File: src/rtl/enc_scan_pkg.sv
package enc_scan_pkg;
  typedef enum logic [1:0] {ST_IDLE, ST_SEARCH, ST_TRACK} scan_state_e;
  localparam int CT_A  = 0;
  localparam int CT_B  = 1;
  localparam int CT_SW = 2;
  localparam int N_CT  = 3;
endpackage

File: src/rtl/enc_debounce.sv
module enc_debounce #(
  parameter int DEB_N = 8
) (
  input  logic clk_i,
  input  logic rst_ni,
  input  logic clr_i,
  input  logic raw_i,
  output logic stable_o
);
  localparam int CW = $clog2(DEB_N);
  logic [CW-1:0] cnt_q;

  always_ff @(posedge clk_i or negedge rst_ni) begin
    if (!rst_ni) begin
      stable_o <= 1'b0;
      cnt_q    <= '0;
    end else if (clr_i) begin
      stable_o <= 1'b0;
      cnt_q    <= '0;
    end else if (raw_i != stable_o) begin
      if (cnt_q == CW'(DEB_N - 1)) begin
        stable_o <= raw_i;
        cnt_q    <= '0;
      end else begin
        cnt_q <= cnt_q + 1'b1;
      end
    end else begin
      cnt_q <= '0;
    end
  end
endmodule

File: src/rtl/enc_quad_decode.sv
module enc_quad_decode (
  input  logic clk_i,
  input  logic rst_ni,
  input  logic clr_i,
  input  logic a_i,
  input  logic b_i,
  input  logic sw_i,
  output logic up_o,
  output logic dn_o,
  output logic press_o,
  output logic release_o
);
  logic a_q, b_q, sw_q;
  logic [1:0] pos_new, pos_old, delta;

  // Gray position: {b, a^b} walks 0..3 in the up direction
  assign pos_new = {b_i, a_i ^ b_i};
  assign pos_old = {b_q, a_q ^ b_q};
  assign delta   = pos_new - pos_old;

  always_ff @(posedge clk_i or negedge rst_ni) begin
    if (!rst_ni) begin
      {a_q, b_q, sw_q} <= '0;
      {up_o, dn_o, press_o, release_o} <= '0;
    end else if (clr_i) begin
      {a_q, b_q, sw_q} <= '0;
      {up_o, dn_o, press_o, release_o} <= '0;
    end else begin
      a_q       <= a_i;
      b_q       <= b_i;
      sw_q      <= sw_i;
      up_o      <= (delta == 2'd1);
      dn_o      <= (delta == 2'd3);
      press_o   <= sw_i & ~sw_q;
      release_o <= ~sw_i & sw_q;
    end
  end
endmodule

File: src/rtl/enc_search_ctrl.sv
module enc_search_ctrl
  import enc_scan_pkg::*;
#(
  parameter int N_ENC       = 8,
  parameter int SETTLE_CYC  = 16,
  parameter int TIMEOUT_CYC = 512,
  localparam int IDX_W      = $clog2(N_ENC)
) (
  input  logic             clk_i,
  input  logic             rst_ni,
  input  logic [N_CT-1:0]  sense_i,
  output logic [N_ENC-1:0] drive_low_o,
  output logic             track_o,
  output logic [IDX_W-1:0] idx_o
);
  localparam int ST_W = $clog2(SETTLE_CYC);
  localparam int TO_W = $clog2(TIMEOUT_CYC);

  scan_state_e     state_q;
  logic [IDX_W-1:0] lo_q, lvl_q;
  logic [ST_W-1:0]  settle_q;
  logic [TO_W-1:0]  idle_q;
  logic [N_CT-1:0]  sense_prev_q;
  logic             fall, any_low;
  int               half;

  assign fall    = |(sense_prev_q & ~sense_i);
  assign any_low = ~&sense_i;
  assign track_o = (state_q == ST_TRACK);
  assign idx_o   = lo_q;

  always_comb begin
    half        = N_ENC >> (int'(lvl_q) + 1);
    drive_low_o = '0;
    case (state_q)
      ST_IDLE:   drive_low_o = '1;
      ST_SEARCH: begin
        // ground only the upper half of the live range
        for (int i = 0; i < N_ENC; i++)
          drive_low_o[i] = (i >= int'(lo_q) + half) && (i < int'(lo_q) + 2 * half);
      end
      default:   drive_low_o[lo_q] = 1'b1;
    endcase
  end

  always_ff @(posedge clk_i or negedge rst_ni) begin
    if (!rst_ni) begin
      state_q      <= ST_IDLE;
      lo_q         <= '0;
      lvl_q        <= '0;
      settle_q     <= '0;
      idle_q       <= '0;
      sense_prev_q <= '1;
    end else begin
      sense_prev_q <= sense_i;
      case (state_q)
        ST_IDLE: if (fall) begin
          state_q  <= ST_SEARCH;
          lo_q     <= '0;
          lvl_q    <= '0;
          settle_q <= '0;
        end
        ST_SEARCH: begin
          if (settle_q == ST_W'(SETTLE_CYC - 1)) begin
            settle_q <= '0;
            if (any_low) lo_q <= lo_q + IDX_W'(half);
            if (lvl_q == IDX_W'(IDX_W - 1)) begin
              state_q <= ST_TRACK;
              idle_q  <= '0;
            end else begin
              lvl_q <= lvl_q + 1'b1;
            end
          end else begin
            settle_q <= settle_q + 1'b1;
          end
        end
        default: begin
          if (any_low)                             idle_q  <= '0;
          else if (idle_q == TO_W'(TIMEOUT_CYC - 1)) state_q <= ST_IDLE;
          else                                     idle_q  <= idle_q + 1'b1;
        end
      endcase
    end
  end
endmodule

File: src/rtl/mux_enc_scanner.sv
module mux_enc_scanner
  import enc_scan_pkg::*;
#(
  parameter int N_ENC       = 8,
  parameter int SETTLE_CYC  = 16,
  parameter int DEB_N       = 8,
  parameter int TIMEOUT_CYC = 512,
  localparam int IDX_W      = $clog2(N_ENC)
) (
  input  logic             clk_i,
  input  logic             rst_ni,
  input  logic [2:0]       sense_ni,
  output logic [N_ENC-1:0] drive_low_o,
  output logic             evt_valid_o,
  output logic [IDX_W-1:0] evt_index_o,
  output logic             step_up_o,
  output logic             step_down_o,
  output logic             btn_press_o,
  output logic             btn_release_o
);
  logic [N_CT-1:0] sync1_q, sync2_q, stable;
  logic            track;

  always_ff @(posedge clk_i or negedge rst_ni) begin
    if (!rst_ni) begin
      sync1_q <= '1;
      sync2_q <= '1;
    end else begin
      sync1_q <= sense_ni;
      sync2_q <= sync1_q;
    end
  end

  enc_search_ctrl #(
    .N_ENC(N_ENC), .SETTLE_CYC(SETTLE_CYC), .TIMEOUT_CYC(TIMEOUT_CYC)
  ) i_ctrl (
    .clk_i, .rst_ni,
    .sense_i    (sync2_q),
    .drive_low_o(drive_low_o),
    .track_o    (track),
    .idx_o      (evt_index_o)
  );

  for (genvar c = 0; c < N_CT; c++) begin : g_deb
    enc_debounce #(.DEB_N(DEB_N)) i_deb (
      .clk_i, .rst_ni,
      .clr_i   (~track),
      .raw_i   (~sync2_q[c]),
      .stable_o(stable[c])
    );
  end

  enc_quad_decode i_dec (
    .clk_i, .rst_ni,
    .clr_i    (~track),
    .a_i      (stable[CT_A]),
    .b_i      (stable[CT_B]),
    .sw_i     (stable[CT_SW]),
    .up_o     (step_up_o),
    .dn_o     (step_down_o),
    .press_o  (btn_press_o),
    .release_o(btn_release_o)
  );

  assign evt_valid_o = step_up_o | step_down_o | btn_press_o | btn_release_o;
endmodule

File: config.mk
export PLATFORM = sky130hd
export DESIGN_NAME = mux_enc_scanner
export DESIGN_NICKNAME = d
export VERILOG_FILES = /design/src/rtl/enc_scan_pkg.sv /design/src/rtl/enc_debounce.sv /design/src/rtl/enc_quad_decode.sv /design/src/rtl/enc_search_ctrl.sv /design/src/rtl/mux_enc_scanner.sv
export SDC_FILE = /design/constraint.sdc
export NUM_CORES = 1
export LEC_CHECK = 0
export ABC_AREA = 1
export BUFFER_PORTS_ARGS = -buffer_cell sky130_fd_sc_hd__buf_2
export CAP_MARGIN = 20
export CORE_MARGIN = 8
export CORE_UTILIZATION = 59
export DETAILED_ROUTE_END_ITERATION = 10
export PLACE_DENSITY = 0.9
export SLEW_MARGIN = 20
export SYNTH_ARGS = -nofsm -noshare
export SYNTH_HDL_FRONTEND = slang
export SYNTH_SLANG_ARGS = --single-unit
File: constraint.sdc
create_clock -name clk_i -period 2.1 [get_ports clk_i]
set_clock_uncertainty 0.05 [all_clocks]
set_input_delay 0 -clock clk_i [delete_from_list [all_inputs] [get_ports clk_i]]
set_output_delay 0 -clock clk_i [all_outputs]
set_load 0.01 [all_outputs]
[Word-level counts from Yosys, hierarchy flattened]
Cells that the tools add are included.
Word-level totals
  register bits: 49
  bits of input ports: 5
Cells by class
  add/sub/neg operators: 11
  magnitude comparators: 18
  equality and inequality tests: 25
  shifts and indexed selects: 1
  multiplexer cells: 49
  bitwise logic cells: 15
  reductions and logical operators: 23
Operator list (count)
  $ge 4x32->1 const A: 4
  $lt 4x32->1 const A: 4
  $add 4x32->32: 2
  $ge 3x32->1 const A: 2
  $lt 3x32->1 const A: 2
  $mux 3: 14
  $mux 9: 4
  $ge 1x32->1 const A: 1
  $ge 2x32->1 const A: 1
  $lt 1x32->1 const A: 1
  $lt 2x32->1 const A: 1
  $shr 4x32->32 const A: 1
  $ne 2x1->1 const B: 9
  $pmux 9 s2: 1
  $mux 1: 17
  $pmux 8 s2: 1
  $add 3x1->3 const B: 4
  $pmux 3 s2: 2
  $reduce_and 4->1: 3
  $mux 2: 5
  $add 9x1->9 const B: 1
  $eq 3x3->1 const B: 3
  $eq 9x9->1 const B: 1
  $logic_and 1x1->1: 9
  other kinds (30): 49

[Logic depth before layout (Yosys ltp)]
Gate-level depths: netlist of run 1.
  word-level depth: 6
  mapped depth: 13
  gate-level depth less buffers: 13

[By module]
From an unflattened synthesis of run 1, not the netlist that was laid out.
Unflattened totals
  cells, all modules: 356
  area, all modules: 2805.2 um^2
Modules (own cells, without submodules)
  enc_search_ctrl: instances 1, cells an instance 238, area an instance 1719.1 um^2, seq. area each 604.3 um^2
  enc_debounce: instances 3, cells an instance 23, area an instance 195.2 um^2, seq. area each 100.1 um^2
  enc_quad_decode: instances 1, cells an instance 36, area an instance 316.6 um^2, seq. area each 175.2 um^2
  mux_enc_scanner: instances 1, cells an instance 13, area an instance 183.9 um^2, seq. area each 157.7 um^2

[Worst setup path before layout of run 1]
OpenSTA, ideal clock, no wires.
  path kind: register to output
  from: register i_ctrl.lvl_q[0]
  to: output drive_low_o[0]
  arrival: 1933 ps
  setup slack: 117 ps
  stages on the path, launching flop included: 12
  buffers on the path: 0
  path through: dfrtp_1 -> inv_1 -> ha_1 -> nand2_1 -> inv_1 -> ha_1 -> ha_1 -> or2_2 -> nor2_1 -> nand3_1 -> nand3_1 -> a21oi_1
Between the ends
  longest elaborated chain between the ends: 6
  elaborated cells on any way between the ends: 8
Ends and longest elaborated chain
  start: declaration: RTL line enc_search_ctrl.sv:20  | logic [IDX_W-1:0] lo_q, lvl_q;
  start signal: assignment: RTL line enc_search_ctrl.sv:71  | lvl_q <= lvl_q + 1'b1;
  $add 3x1->4 (*): RTL line enc_search_ctrl.sv:33  | half = N_ENC >> (int'(lvl_q) + 1);
  $shr 4x32->32 (*): RTL line enc_search_ctrl.sv:33
  $add 4x32->32: RTL line enc_search_ctrl.sv:40  | drive_low_o[i] = (i >= int'(lo_q) + half) && (i < int'(lo_q) + 2 * half);
  $ge 1x32->1 or $lt 1x32->1 (tied branches): RTL line enc_search_ctrl.sv:40
  $logic_and 1x1->1 (*): RTL line enc_search_ctrl.sv:40
  $pmux 8 s2 (*): RTL line enc_search_ctrl.sv:35  | case (state_q)
  end: declaration: RTL line mux_enc_scanner.sv:13  | output logic [N_ENC-1:0] drive_low_o,
Mark *: on every way between the ends. The rest lies on a longest branch, timed or not.

[Worst setup path in the final report of run 1]
  from: register i_ctrl.lvl_q[1]
  to: output drive_low_o[5]
Between the ends
  longest elaborated chain between the ends: 6
  elaborated cells on any way between the ends: 8
Ends and longest elaborated chain (RTL line)
  $add 3x1->4 (*): enc_search_ctrl.sv:33
  $shr 4x32->32 (*): enc_search_ctrl.sv:33
  $add 4x32->32: enc_search_ctrl.sv:40
  $ge 4x32->1 or $lt 4x32->1 (tied branches): enc_search_ctrl.sv:40
  $logic_and 1x1->1 (*): enc_search_ctrl.sv:40
  $pmux 8 s2 (*): enc_search_ctrl.sv:35
Marks and branches as above.

==> summary by stage, run 1 <==
Job
The tool flagged a number of max-cap violations equal to 0.

Critical path
The endpoint of the worst-slack reg-to-reg timing path is i_ctrl.idle_q[6]. The worst setup path is captured at an output port. The arrival time of the worst setup path is 2.27 ns. The start-to-end type of the worst setup path is reg2out. In this run the critical register-to-register path is launched from i_ctrl.idle_q[1]. The startpoint type of the worst setup path is a flip-flop. Across all register-to-register paths, the minimum setup slack is 0.09 ns. Along the worst path, the maximum fanout reaches 4. Measured in cells, the most critical reg-to-reg path has a length of 12.

The critical path data required time is 2.05 ns.

Global route
For this run, the total global-route usage over all layers was measured as about 18%. The number of global-route vias before repair came to 2299. The global-route wire length before repair is 10.3 mm. The initial antenna violation count is 0. Entering global routing, the biggest net connects 50 pins.

The total overflow reported by the global router is 0.

Synthesis
Counting every instance in the synthesized netlist gives 304. Sorting the synthesized cells by area gives the leading types as dfrtp_1 37%, ha_1 8.9%, dfstp_2 8.9%, nand2_1 7.6%, inv_1 4.8%. The sequential cell area fraction in the yosys report is 46.3%. The total of warnings raised by yosys is 0.

The biggest area contributor in the post-synthesis netlist is dfrtp_1. The post-synth design cell area is approximately 2700 sq um. The synthesized netlist contains 39 unique library cells. After synthesis, the mean cell area works out to 8.79 sq um. The area fraction of the dominant cell type after synthesis is between 30% and 40%. The number of register bits inferred by synthesis is 49. The number of nets produced by synthesis is 328.

Routing
After detailed routing, the average wire length per cell comes to 15.5 um. The pre-antenna-repair detailed-routing pass consisted of 4 iterations. The DRC violations left is 0. Using the TritonRoute via totals, the vias-per-cell ratio works out to between 5 and 6.

The vias after detailed routing is 2365. The count of nets left with antenna violations once routing finished came out at 0. Summed over all layers, the routed wires come to 6.44 mm.

The initial detailed-routing violation count is 122.

Die
The width of the die is 83.3 um. The floorplan step set the die height to 83.3 um. The area inside the core boundary is 4350 sq um. The I/O pin count is 21.

The initial standard-cell utilization of the core is approximately 61%. The floorplan has 24 rows. The die covers 6940 sq um.

Clock tree
The buffer cell driving the clock tree root is clkbuf_8. The number of buffers added by the clock tree synthesis step is 5. The maximum level of the CTS H-tree is 2. The CTS tree is yes. The number of clock sinks is a little under 50.

The clock latency on the worst-skew pair is 0.30 ns. In this run the deepest clock path goes through 2 buffers. After clock tree synthesis, the clock-pin slew on the worst setup and hold paths is 0.09 ns.

Pwr
The static leakage is 1.68 nW. The peak ir drop on the vdd network is 766 uV. The total power is 0.00494 W. The power per standard cell area is 1430 nW/um^2.

STA
Setup repair after global routing could not meet its margin everywhere. For the pin with the worst max-slew slack, the measured transition is 0.603 ns. The final hold violation count came to 0.

The max-slew headroom at the worst pin is 59.8%. The setup violation total in the final timing report is 8. In the finished design, the share of the clock period the worst path needs comes to 110%. The setup slack after layout is -0.216 ns. The count of pins over their slew limit is 0. The fmax is about 430 MHz. The shortest period the worst path allows is 2.32 ns.

Outcome
The run finished, with violations left. The checks that failed: negative setup slack.

Cells and area
Leaving out filler cells and counting taps, the final layout contains 414. The total inserted antenna cells is 0. The share of cells above drive strength 1 is 37.6%. The area growth from synthesis to layout is 29.5%. The post-route cell area is 3460 sq um.

The number of nets in the layout is 385.

Place
The worst slack after detailed placement is -0.0432 ns. The total cell area at the placement stage is about 2900 sq um. Routability-driven placement finished with a final weighted congestion of 0.889.

The placed instance count is 379. The number of port buffers is 20. The HPWL after detailed placement is 4.09 mm.

Hold path
The path class of the tightest hold or removal check is in2async.
## critical path: stages, from the launching register on
cell,delay (ns)
dfrtp_1,0.42
inv_2,0.12
ha_4,0.15
nand2_4,0.06
inv_4,0.07
ha_4,0.21
nand4_1,0.11
nand2_1,0.09
inv_1,0.08
nand2_2,0.09
nor2_4,0.16
o21ai_2,0.08
o21ai_1,0.16
buf_2,0.16
## flip-flops by register name (all words and copies together) (netlist names)
| register | cells |
|---|---|
| i_ctrl.idle_q | 9 |
| i_dec.press_o | 1 |
| i_dec.a_q | 1 |
| g_deb.i_deb.cnt_q | 9 |
| i_ctrl.lvl_q | 3 |
| i_dec.up_o | 1 |
| g_deb.i_deb.stable_o | 3 |
| i_dec.sw_q | 1 |
| i_dec.b_q | 1 |
| sync2_q | 3 |
| i_ctrl.idx_o | 3 |
| i_ctrl.sense_prev_q | 3 |
| i_ctrl.settle_q | 4 |
| i_ctrl.state_q | 2 |
| i_dec.release_o | 1 |
| sync1_q | 3 |
| i_dec.dn_o | 1 |
## final cells by class
| class | count | area [sq um] |
|---|---|---|
| Tap cell | 52 | 65.1 |
| Sequential cell | 49 | 1240 |
| Inverter | 39 | 161 |
| Fill cell | 254 | 896 |
| Clock inverter | 2 | 38.8 |
| Timing Repair Buffer | 54 | 369 |
| Multi-Input combinational cell | 212 | 1510 |
| Clock buffer | 6 | 72.6 |
## layout by cell type (no fill, tap or decap), drive strengths merged, types with 4 or more instances in the layout
| cell | n |
|---|---|
| nand3 | 23 |
| inv | 40 |
| o21ai | 23 |
| ha | 19 |
| nor2 | 25 |
| dfstp | 9 |
| nand2 | 60 |
| nor4 | 4 |
| xor2 | 7 |
| dfrtp | 40 |
| a21oi | 22 |
| clkbuf | 6 |
| nor3b | 5 |
| a31oi | 4 |
| dlygate4sd3 | 4 |
| buf | 50 |
## cells in the mapped netlist (all sizes together)
master and instances:
a21bo 1, a21boi 1, a21o 1, a21oi 22, a31oi 4, and2 2
buf 5, dfrtp 40, dfstp 9, ha 19, inv 39, nand2 59
nand3 23, nand3b 1, nand4 2, nor2 25, nor3 3, nor3b 5
nor4 4, nor4b 1, o211ai 1, o21ai 23, o31ai 2, or2 2
or4 1, xnor2 2, xor2 7
## routing by layer
layer  wire length, um  part of all wire, %  track usage (%)
met1              2470                   38             18.3
met2              3470                   54             31.6
met3               308                  4.8             4.39
met4               187                  2.9             9.27
met5                 0                    0                0
## power by group
part	internal (W)	switching, W
clock network	0.000360	0.000308
registers	0.00107	0.000150
logic	0.00132	0.00173
## cells by family after synthesis
group	share of synthesized area [%]
xor+xnor	2.95
flops	46.3
simple gates	23.4
compound gates	11.7
buf+inv	6.74
fa+ha+maj	8.90
## how the worst max path moves through the flow
| stage | from | end | slack [ns] | depth (start not counted) |
|---|---|---|---|---|
| floorplan | i_ctrl.lvl_q[0] | drive_low_o[0] | 0.12 | 11 |
| global placement | i_ctrl.lvl_q[1] | drive_low_o[0] | 0.07 | 12 |
| detailed placement | i_ctrl.lvl_q[1] | drive_low_o[7] | -0.04 | 12 |
| CTS | i_ctrl.lvl_q[1] | drive_low_o[5] | -0.11 | 13 |
| global route | i_ctrl.lvl_q[1] | drive_low_o[0] | -0.32 | 14 |
| finish | i_ctrl.lvl_q[1] | drive_low_o[5] | -0.22 | 13 |
## per-stage QoR
| step | TNS [ns] | hold slack, ns | util [%] |
|---|---|---|---|
| after floorplan | 0 | -0.346 | - |
| after global placement | 0 | 0.0560 | 65.8 |
| after detailed placement | -0.0803 | 0.0565 | 65.8 |
| after CTS | -0.856 | 0.276 | 74.1 |
| after global routing | -2.49 | 0.277 | 79.4 |
| final | -1.52 | 0.269 | 79.4 |
## timing repair
action	CTS	global route
buffers inserted	7	15
pin swaps	16	20
endpoints found under the hold margin	43	0
cloned	0	1
gates resized for setup	40	27
endpoints found under the setup margin	8	15
hold buffers	4	0
No activity file was read; power rests on OpenSTA's default activity.
==> inputs of run 2 (changes only) <==
--- a/config.mk
+++ b/config.mk
@@ -9,9 +9,9 @@
 export BUFFER_PORTS_ARGS = -buffer_cell sky130_fd_sc_hd__buf_2
 export CAP_MARGIN = 20
 export CORE_MARGIN = 8
-export CORE_UTILIZATION = 59
+export CORE_UTILIZATION = 64
 export DETAILED_ROUTE_END_ITERATION = 10
-export PLACE_DENSITY = 0.9
+export PLACE_DENSITY = 0.95
 export SLEW_MARGIN = 20
 export SYNTH_ARGS = -nofsm -noshare
 export SYNTH_HDL_FRONTEND = slang
==> constraint.sdc (replaced) <==
create_clock -name clk_i -period 2.8 [get_ports clk_i]
set_clock_uncertainty 0.05 [all_clocks]
set_input_delay 0 -clock clk_i [delete_from_list [all_inputs] [get_ports clk_i]]
set_output_delay 0 -clock clk_i [all_outputs]
set_load 0.01 [all_outputs]
==> run 2 against run 1 <==
Net effect: highest routed layer unchanged; the flow now finishes without violations; die area fell by 6.3%; core utilization is 6.0 points lower; register-to-register slack better by 0.56 ns.
==> summary by stage, run 2 (same netlist as run 1, synthesis figures left out) <==
Routing
The number of nets still failing antenna checks after routing came to 0 (unchanged). The post-detailed-route wirelength per cell is 13.8 um (-11%). The initial detailed-routing violation count is 102 (-16%). The amount of wire on met3 after detailed routing was 211 um (-31%). The detailed-routing iteration count for the pre-antenna-repair pass is 4 (unchanged). The average via count per standard cell is 5.61 (-1.9%). The met2 layer wire length in the routed design is 2.70 mm (-22%). The met1 routed wirelength after detailed routing is 2.27 mm (-8.2%).

Routed signal wires occupy layers up through met4. The vias after detailed routing was 2136 (-9.7%). The wire length reported by the detailed router came to 5.26 mm (-18%). The DRC violations left is 0 (unchanged).

Cells and area
The total inserted antenna cells is 0 (unchanged). The most common cell after layout, fill and taps aside is nand2_1. The number of nets in the layout came to 354 (-8.1%). The final core utilization came to 73.5% (-6.0 points). The sequential cell area is 1240 sq um (-0.20%).

The footprint of the multi-input gates was 1250 sq um (-17%). The number of fillers in the final layout came to 262 (+3.1%). The share of cells above drive strength 1 is 18.1% (-19 points). In the layout the commonest cells are 54 x nand2_1, 40 x dfrtp_1, 34 x inv_1.

The post-synthesis to final-layout area growth is 10.0%. The largest registers in the layout are g_deb.i_deb.cnt_q (9), i_ctrl.idle_q (9), i_ctrl.settle_q (4).

Global route
The total overflow reported by the global router was 0 (unchanged). The largest net degree at the start of global routing is 50 (unchanged). The number of global-route vias before repair is 2124 (-7.6%).

The global-route total usage across every layer came to 17.7% (+0.14 points). The global-route wire length before repair was 9.17 mm (-11%). The initial antenna violation count is 0 (unchanged).

STA
The summed negative setup slack over all endpoints was 0 ns (+1.52 ns). The final hold violation count came to 0 (unchanged). The fmax is 393 MHz.

Setup repair after global routing left no endpoint under its margin. The transition at the pin with the smallest max-transition slack is 0.580 ns (-0.0223 ns). The max-slew headroom at the worst pin was 61.3% (+1.5 points). The setup slack after layout is 0.258 ns (+0.474 ns). The setup violation total in the final timing report came to 0 (-8). After layout, the worst path uses 90.8% of the clock period. The shortest period the worst path allows is 2.54 ns. The count of pins over their slew limit is 0 (unchanged).

Die
The area inside the core boundary is 4000 sq um (-8.1%). The site row count is 23 (-4.2%). The initial standard-cell utilization of the core is 66.8% (+5.4 points). The I/O pin count is 21 (unchanged). The area enclosed by the die boundary is 6500 sq um (-6.3%). The floorplan die height came to 80.6 um (-3.2%).

The width of the die was 80.6 um (-3.2%).

Place
The worst slack after detailed placement was 0.599 ns (+0.643 ns). The HPWL after detailed placement is 3.81 mm (-6.9%). The placer's final routability congestion estimate is 0.927 (+4.3%).

The number of port buffers is 20 (unchanged).

Pwr
The total power is 0.00278 W (-44%). The net switching power figure came to 0.00126 W (-42%). The part of the total power dissipated in combinational logic is 51.1% (-11 points). The part of the total power dissipated in the clock network is 15.3% (+1.8 points).

The total internal power is 0.00152 W (-45%). The peak ir drop on the vdd network came to 458 uV (-40%). The power per standard cell area came to 947 nW/um^2 (-34%).

The share of total power consumed by net switching came to 45.2% (+0.95 points). The static leakage is 1.49 nW (-11%). The register share of total power came to 33.5% (+8.8 points).

Critical path
The endpoint of the worst-slack reg-to-reg timing path is i_ctrl.idle_q[3]. The arrival time of the worst setup path is 2.49 ns (+0.22 ns). The end point of the critical path is drive_low_o[0]. The startpoint type of the worst setup path is a flip-flop.

The cell count of the worst reg-to-reg path is 13 (+1). The critical path starts at i_ctrl.lvl_q[1]. The source of the worst register-to-register timing path is i_ctrl.idle_q[0]. The critical path capture point type is an output port.

The critical path data required time was 2.75 ns (+0.70 ns). The maximum fanout count along the critical path came to 6 (+2). The start-to-end type of the worst setup path is reg2out. The internal reg-to-reg setup slack is 0.65 ns (+0.56 ns).

Outcome
The run finished with clean final reports.

Clock tree
The clock-pin transition on the worst setup and hold timing paths was 0.09 ns (about the same). The maximum buffer depth of the clock tree is 2 (unchanged). The clock latency on the worst-skew pair is 0.30 ns (about the same).

The number of buffers added by the clock tree synthesis step is 5 (unchanged). The maximum level of the CTS H-tree is 2 (unchanged). The post-cts repair resize count is 0 (-100%). The buffer cell driving the clock tree root is clkbuf_8. The number of clock sinks was 49 (unchanged).

The CTS tree is yes.

Job
The number of maximum-capacitance constraint violations is 0 (unchanged).

Hold path
The path class of the lowest-slack min-delay path is in2async.
run 2: repair_timing:
action,in CTS,in global routing
hold endpoints to repair,43,0
endpoints found under the setup margin,0,0
hold buffers,4,0
setup buffers,0,0
run 2: worst min-delay path by stage:
stage | from | end | slack, ns | cells after the start
global route | rst_ni | g_deb[2].i_deb.stable_o | 0.25 | 2
floorplan | rst_ni | g_deb[0].i_deb.cnt_q[0] | -0.35 | 0
CTS | sense_ni[0] | sync1_q[0] | 0.28 | 2
global placement | sense_ni[1] | sync1_q[1] | 0.06 | 1
finish | rst_ni | g_deb[2].i_deb.stable_o | 0.19 | 2
detailed placement | sense_ni[1] | sync1_q[1] | 0.06 | 1
run 2: through the flow:
| step | hold slack, ns | instance area [sq um] | cells |
|---|---|---|---|
| final | 0.185 | 2940 | 381 |
| after global routing | 0.251 | 2940 | 381 |
| after global placement | 0.0553 | 2800 | 369 |
| after detailed placement | 0.0562 | 2800 | 369 |
| after floorplan | -0.346 | 2670 | 304 |
| after CTS | 0.278 | 2940 | 381 |
run 2: final cells by class:
cell class | count | share of cell area [%]
clock inverters | 1 | 0.255
repair buffers | 24 | 4.85
well taps | 50 | 2.13
clock buffers | 7 | 2.94
multi-input cells | 211 | 42.7
inverters | 39 | 5.07
flip-flops and latches | 49 | 42.1
run 2: worst max-delay path: stages, from the launching register on:
cell and delay, ns:
dfrtp_1 0.42, inv_1 0.10, ha_1 0.22, nand3_1 0.15, and2_1 0.19, ha_1 0.36
or2_2 0.31, nor2_1 0.09, nand3_1 0.08, nand3_1 0.09, a21oi_1 0.05, buf_2 0.14
run 2: power by group through the flow:
stage	clock, W	sequential (W)	combinational (W)
after global routing	0.000464	0.000948	0.00161
after CTS	0.000434	0.000932	0.00143
after detailed placement	0	0.000946	0.00142
after global placement	0	0.000936	0.00138
after floorplan	0	0.000899	0.00107
final	0.000426	0.000934	0.00142
run 2: metal layers:
| metal | global-route usage [%] | vias to the layer above |
|---|---|---|
| met2 | 30.6 | 37 |
| met5 | 0 | - |
| met1 | 20.1 | 1037 |
| met3 | 4.46 | 10 |
| met4 | 7.64 | 0 |
| li1 | - | 1052 |
==> inputs of run 3 (changes only) <==
--- a/config.mk
+++ b/config.mk
@@ -8,7 +8,7 @@
 export ABC_AREA = 1
 export BUFFER_PORTS_ARGS = -buffer_cell sky130_fd_sc_hd__buf_2
 export CAP_MARGIN = 20
-export CORE_MARGIN = 8
+export CORE_MARGIN = 4
 export CORE_UTILIZATION = 64
 export DETAILED_ROUTE_END_ITERATION = 10
 export PLACE_DENSITY = 0.95
==> constraint.sdc (replaced) <==
create_clock -name clk_i -period 2.8 [get_ports clk_i]
set_clock_uncertainty 0.05 [all_clocks]
set_input_delay 0.42 -clock clk_i [delete_from_list [all_inputs] [get_ports clk_i]]
set_output_delay 0.42 -clock clk_i [all_outputs]
set_load 0.01 [all_outputs]
==> run 3 against run 2 <==
Net effect: worst hold slack got worse by 0.033 ns; critical path depth stayed put; wire length is 3.1% higher; worst setup slack got worse by 0.20 ns; maximum frequency fell by 7.3%; total power up 19%; largest power group unchanged.
==> summary by stage, run 3 (same netlist as run 1, synthesis figures left out) <==
Cells and area
Leaving out fill and tap cells, the most frequent cells in the layout are 45 x nand2_1, 39 x dfrtp_1, 26 x inv_1. The post-route cell area was 3170 sq um (+8.0%). The largest registers in the layout are g_deb.i_deb.cnt_q (9), i_ctrl.idle_q (9), i_ctrl.settle_q (4). The post-synthesis to final-layout area growth is 18.8%. The most common cell after layout, fill and taps aside is nand2_1. The filler-free cell count of the finished design is 386 (+1.3%). The number of nets in the layout is 359 (+1.4%). The share of cells above drive strength 1 came to 30.7% (+13 points). The total inserted antenna cells is 0 (unchanged). The final core utilization is 78.8% (+5.3 points).

STA
The setup slack after layout is 0.0573 ns (-0.201 ns). The max-slew headroom at the worst pin is 68.1% (+6.8 points). The transition at the pin with the smallest max-transition slack is 0.477 ns (-0.103 ns). The final hold violation count is 0 (unchanged). The part of the cycle the worst path needs is 98.0% (+7.2 points). The count of pins over their slew limit is 0 (unchanged). The final hold slack is 0.152 ns (-0.0330 ns). The shortest period the worst path allows is 2.74 ns (+0.201 ns).

Setup repair after global routing could not meet its margin everywhere. The setup violation total in the final timing report is 0 (unchanged). The fmax is 365 MHz (-7.3%).

Clock tree
TritonCTS built the clock tree. The clock latency on the worst-skew pair came to 0.31 ns (about the same). The buffer cell driving the clock tree root is clkbuf_8.

The clock-pin transition on the worst setup and hold timing paths is 0.09 ns (about the same). The maximum buffer depth of the clock tree came to 2 (unchanged). The number of buffers added by the clock tree synthesis step came to 5 (unchanged). The number of clock sinks is 49 (unchanged). The maximum level of the CTS H-tree is 2 (unchanged).

Place
The number of port buffers is 20 (unchanged). The placed instance count came to 372 (+0.81%). The placer's final routability congestion estimate came to 0.852 (-8.1%). The worst slack after detailed placement is 0.118 ns (-0.481 ns). The HPWL after detailed placement was 3.81 mm (about the same).

The total cell area at the placement stage is 2830 sq um (+0.80%).

Pwr
The total internal power is 0.00184 W (+21%). The static leakage was 1.55 nW (+3.5%). The register share of total power is 28.1% (-5.4 points). The part of the total power dissipated in combinational logic came to 56.0% (+4.9 points).

The power per standard cell area is 1050 nW/um^2 (+10%). The part of the total power dissipated in the clock network came to 15.9% (+0.6 points). The net switching power figure was 0.00147 W (+17%). The share of total power consumed by net switching is 44.4% (-0.81 points). The peak ir drop on the vdd network came to 538 uV (+18%).

Die
The site row count is 23 (unchanged). The width of the die is 72.6 um (-9.9%). The I/O pin count is 21 (unchanged). The floorplan die height came to 72.6 um (-9.9%).

The area inside the core boundary is 4030 sq um (+0.72%). The area enclosed by the die boundary is 5270 sq um (-19%). The initial standard-cell utilization of the core is 66.3% (-0.48 points).

Routing
The average via count per standard cell was 5.61 (about the same). The DRC violations left is 0 (unchanged). The detailed-routing iteration count for the pre-antenna-repair pass is 4 (unchanged). The wire length reported by the detailed router is 5.42 mm (+3.1%).

The post-detailed-route wirelength per cell is 14.0 um (+1.7%). The vias after detailed routing is 2166 (+1.4%). The number of nets still failing antenna checks after routing is 0 (unchanged). The initial detailed-routing violation count is 185 (+81%).

Global route
The largest net degree at the start of global routing is 22 (-56%). The global-route wire length before repair is 9.19 mm (+0.22%). The number of global-route vias before repair came to 2044 (-3.8%). The total overflow reported by the global router is 0 (unchanged).

The global-route total usage across every layer is 22.3% (+4.6 points). The initial antenna violation count came to 0 (unchanged).

Critical path
The startpoint type of the worst setup path is a flip-flop. The arrival time of the worst setup path is 2.27 ns (-0.22 ns). The critical path data required time is 2.33 ns (-0.42 ns). The critical path capture point type is an output port.

The worst setup path is of the reg2out kind. The maximum fanout count along the critical path is 6 (unchanged).

Hold path
The path class of the lowest-slack min-delay path is in2reg.

Job
The number of maximum-capacitance constraint violations was 0 (unchanged).

Outcome
The run finished with clean final reports.
-- run 3: cell types whose count changed in the layout (fill, tap and decap cells not counted), sizes merged --
cell         before  now
buf              20   28
clkinvlp          1    0
dlygate4sd3       4    1
inv              39   40
-- run 3: cell type report --
| cell class | count | area, sq um |
|---|---|---|
| clock inverter | 1 | 8.76 |
| timing repair buffer | 29 | 174 |
| tap | 50 | 62.6 |
| fill | 261 | 856 |
| clock buffer | 7 | 119 |
| inverter | 39 | 151 |
| multi-input combinational | 211 | 1420 |
| sequential | 49 | 1240 |
-- run 3: critical path, cell delays in order (launching register included) --
cell,delay (ns)
dfrtp_1,0.42
inv_2,0.10
ha_4,0.19
nand3_4,0.10
and2_4,0.18
ha_4,0.26
or2_4,0.23
nor2_2,0.10
nand3_1,0.08
nand3_1,0.09
a21oi_1,0.07
buf_2,0.14
-- run 3: layer usage --
| layer | vias to the layer above | global-route usage (%) | routed length (um) |
|---|---|---|---|
| met5 | - | 0 | 0 |
| met4 | 0 | 8.40 | 90 |
| met3 | 10 | 4.41 | 266 |
| met2 | 61 | 37.1 | 2750 |
| met1 | 1018 | 28.8 | 2320 |
| li1 | 1077 | - | - |
-- run 3: repair_timing --
| action | 4_1_cts | 5_1_grt |
|---|---|---|
| pin swaps | 1 | 14 |
| endpoints found under the hold margin | 9 | 0 |
| buffers inserted | 2 | 3 |
| resized for setup | 11 | 36 |
| hold buffers | 1 | 0 |
| endpoints found under the setup margin | 8 | 8 |
-- run 3: per-stage QoR --
stage | setup TNS [ns] | power [W]
global route | -0.181 | 0.00358
detailed placement | 0 | 0.00239
global placement | 0 | 0.00234
finish | 0 | 0.00332
CTS | -0.00109 | 0.00303
floorplan | 0 | 0.00197
-- run 3: path summary, 6_finish.rpt --
| check | startpoint | end | slack (ns) | cells past startpoint |
|---|---|---|---|---|
| worst max-delay path | i_ctrl.lvl_q[1] | drive_low_o[0] | 0.06 | 11 |
| worst min-delay path | sense_ni[0] | sync1_q[0] | 0.15 | 1 |
| worst max register to register | i_ctrl.idle_q[0] | i_ctrl.idle_q[3] | 0.73 | 13 |
| worst min register to register | sync1_q[0] | sync2_q[0] | 0.31 | 0 |
| max in group asynchronous | rst_ni | i_ctrl.sense_prev_q[0] | 1.61 | 3 |
| min in group asynchronous | rst_ni | g_deb[0].i_deb.cnt_q[2] | 0.47 | 2 |
-- run 3: power groups by stage --
stage / clock (W) / combinational [W] / sequential (W)
after floorplan: 0 / 0.00107 / 0.000899
after global placement: 0 / 0.00142 / 0.000920
after detailed placement: 0 / 0.00146 / 0.000929
after CTS: 0.000540 / 0.00157 / 0.000917
after global routing: 0.000577 / 0.00206 / 0.000947
final: 0.000527 / 0.00186 / 0.000932
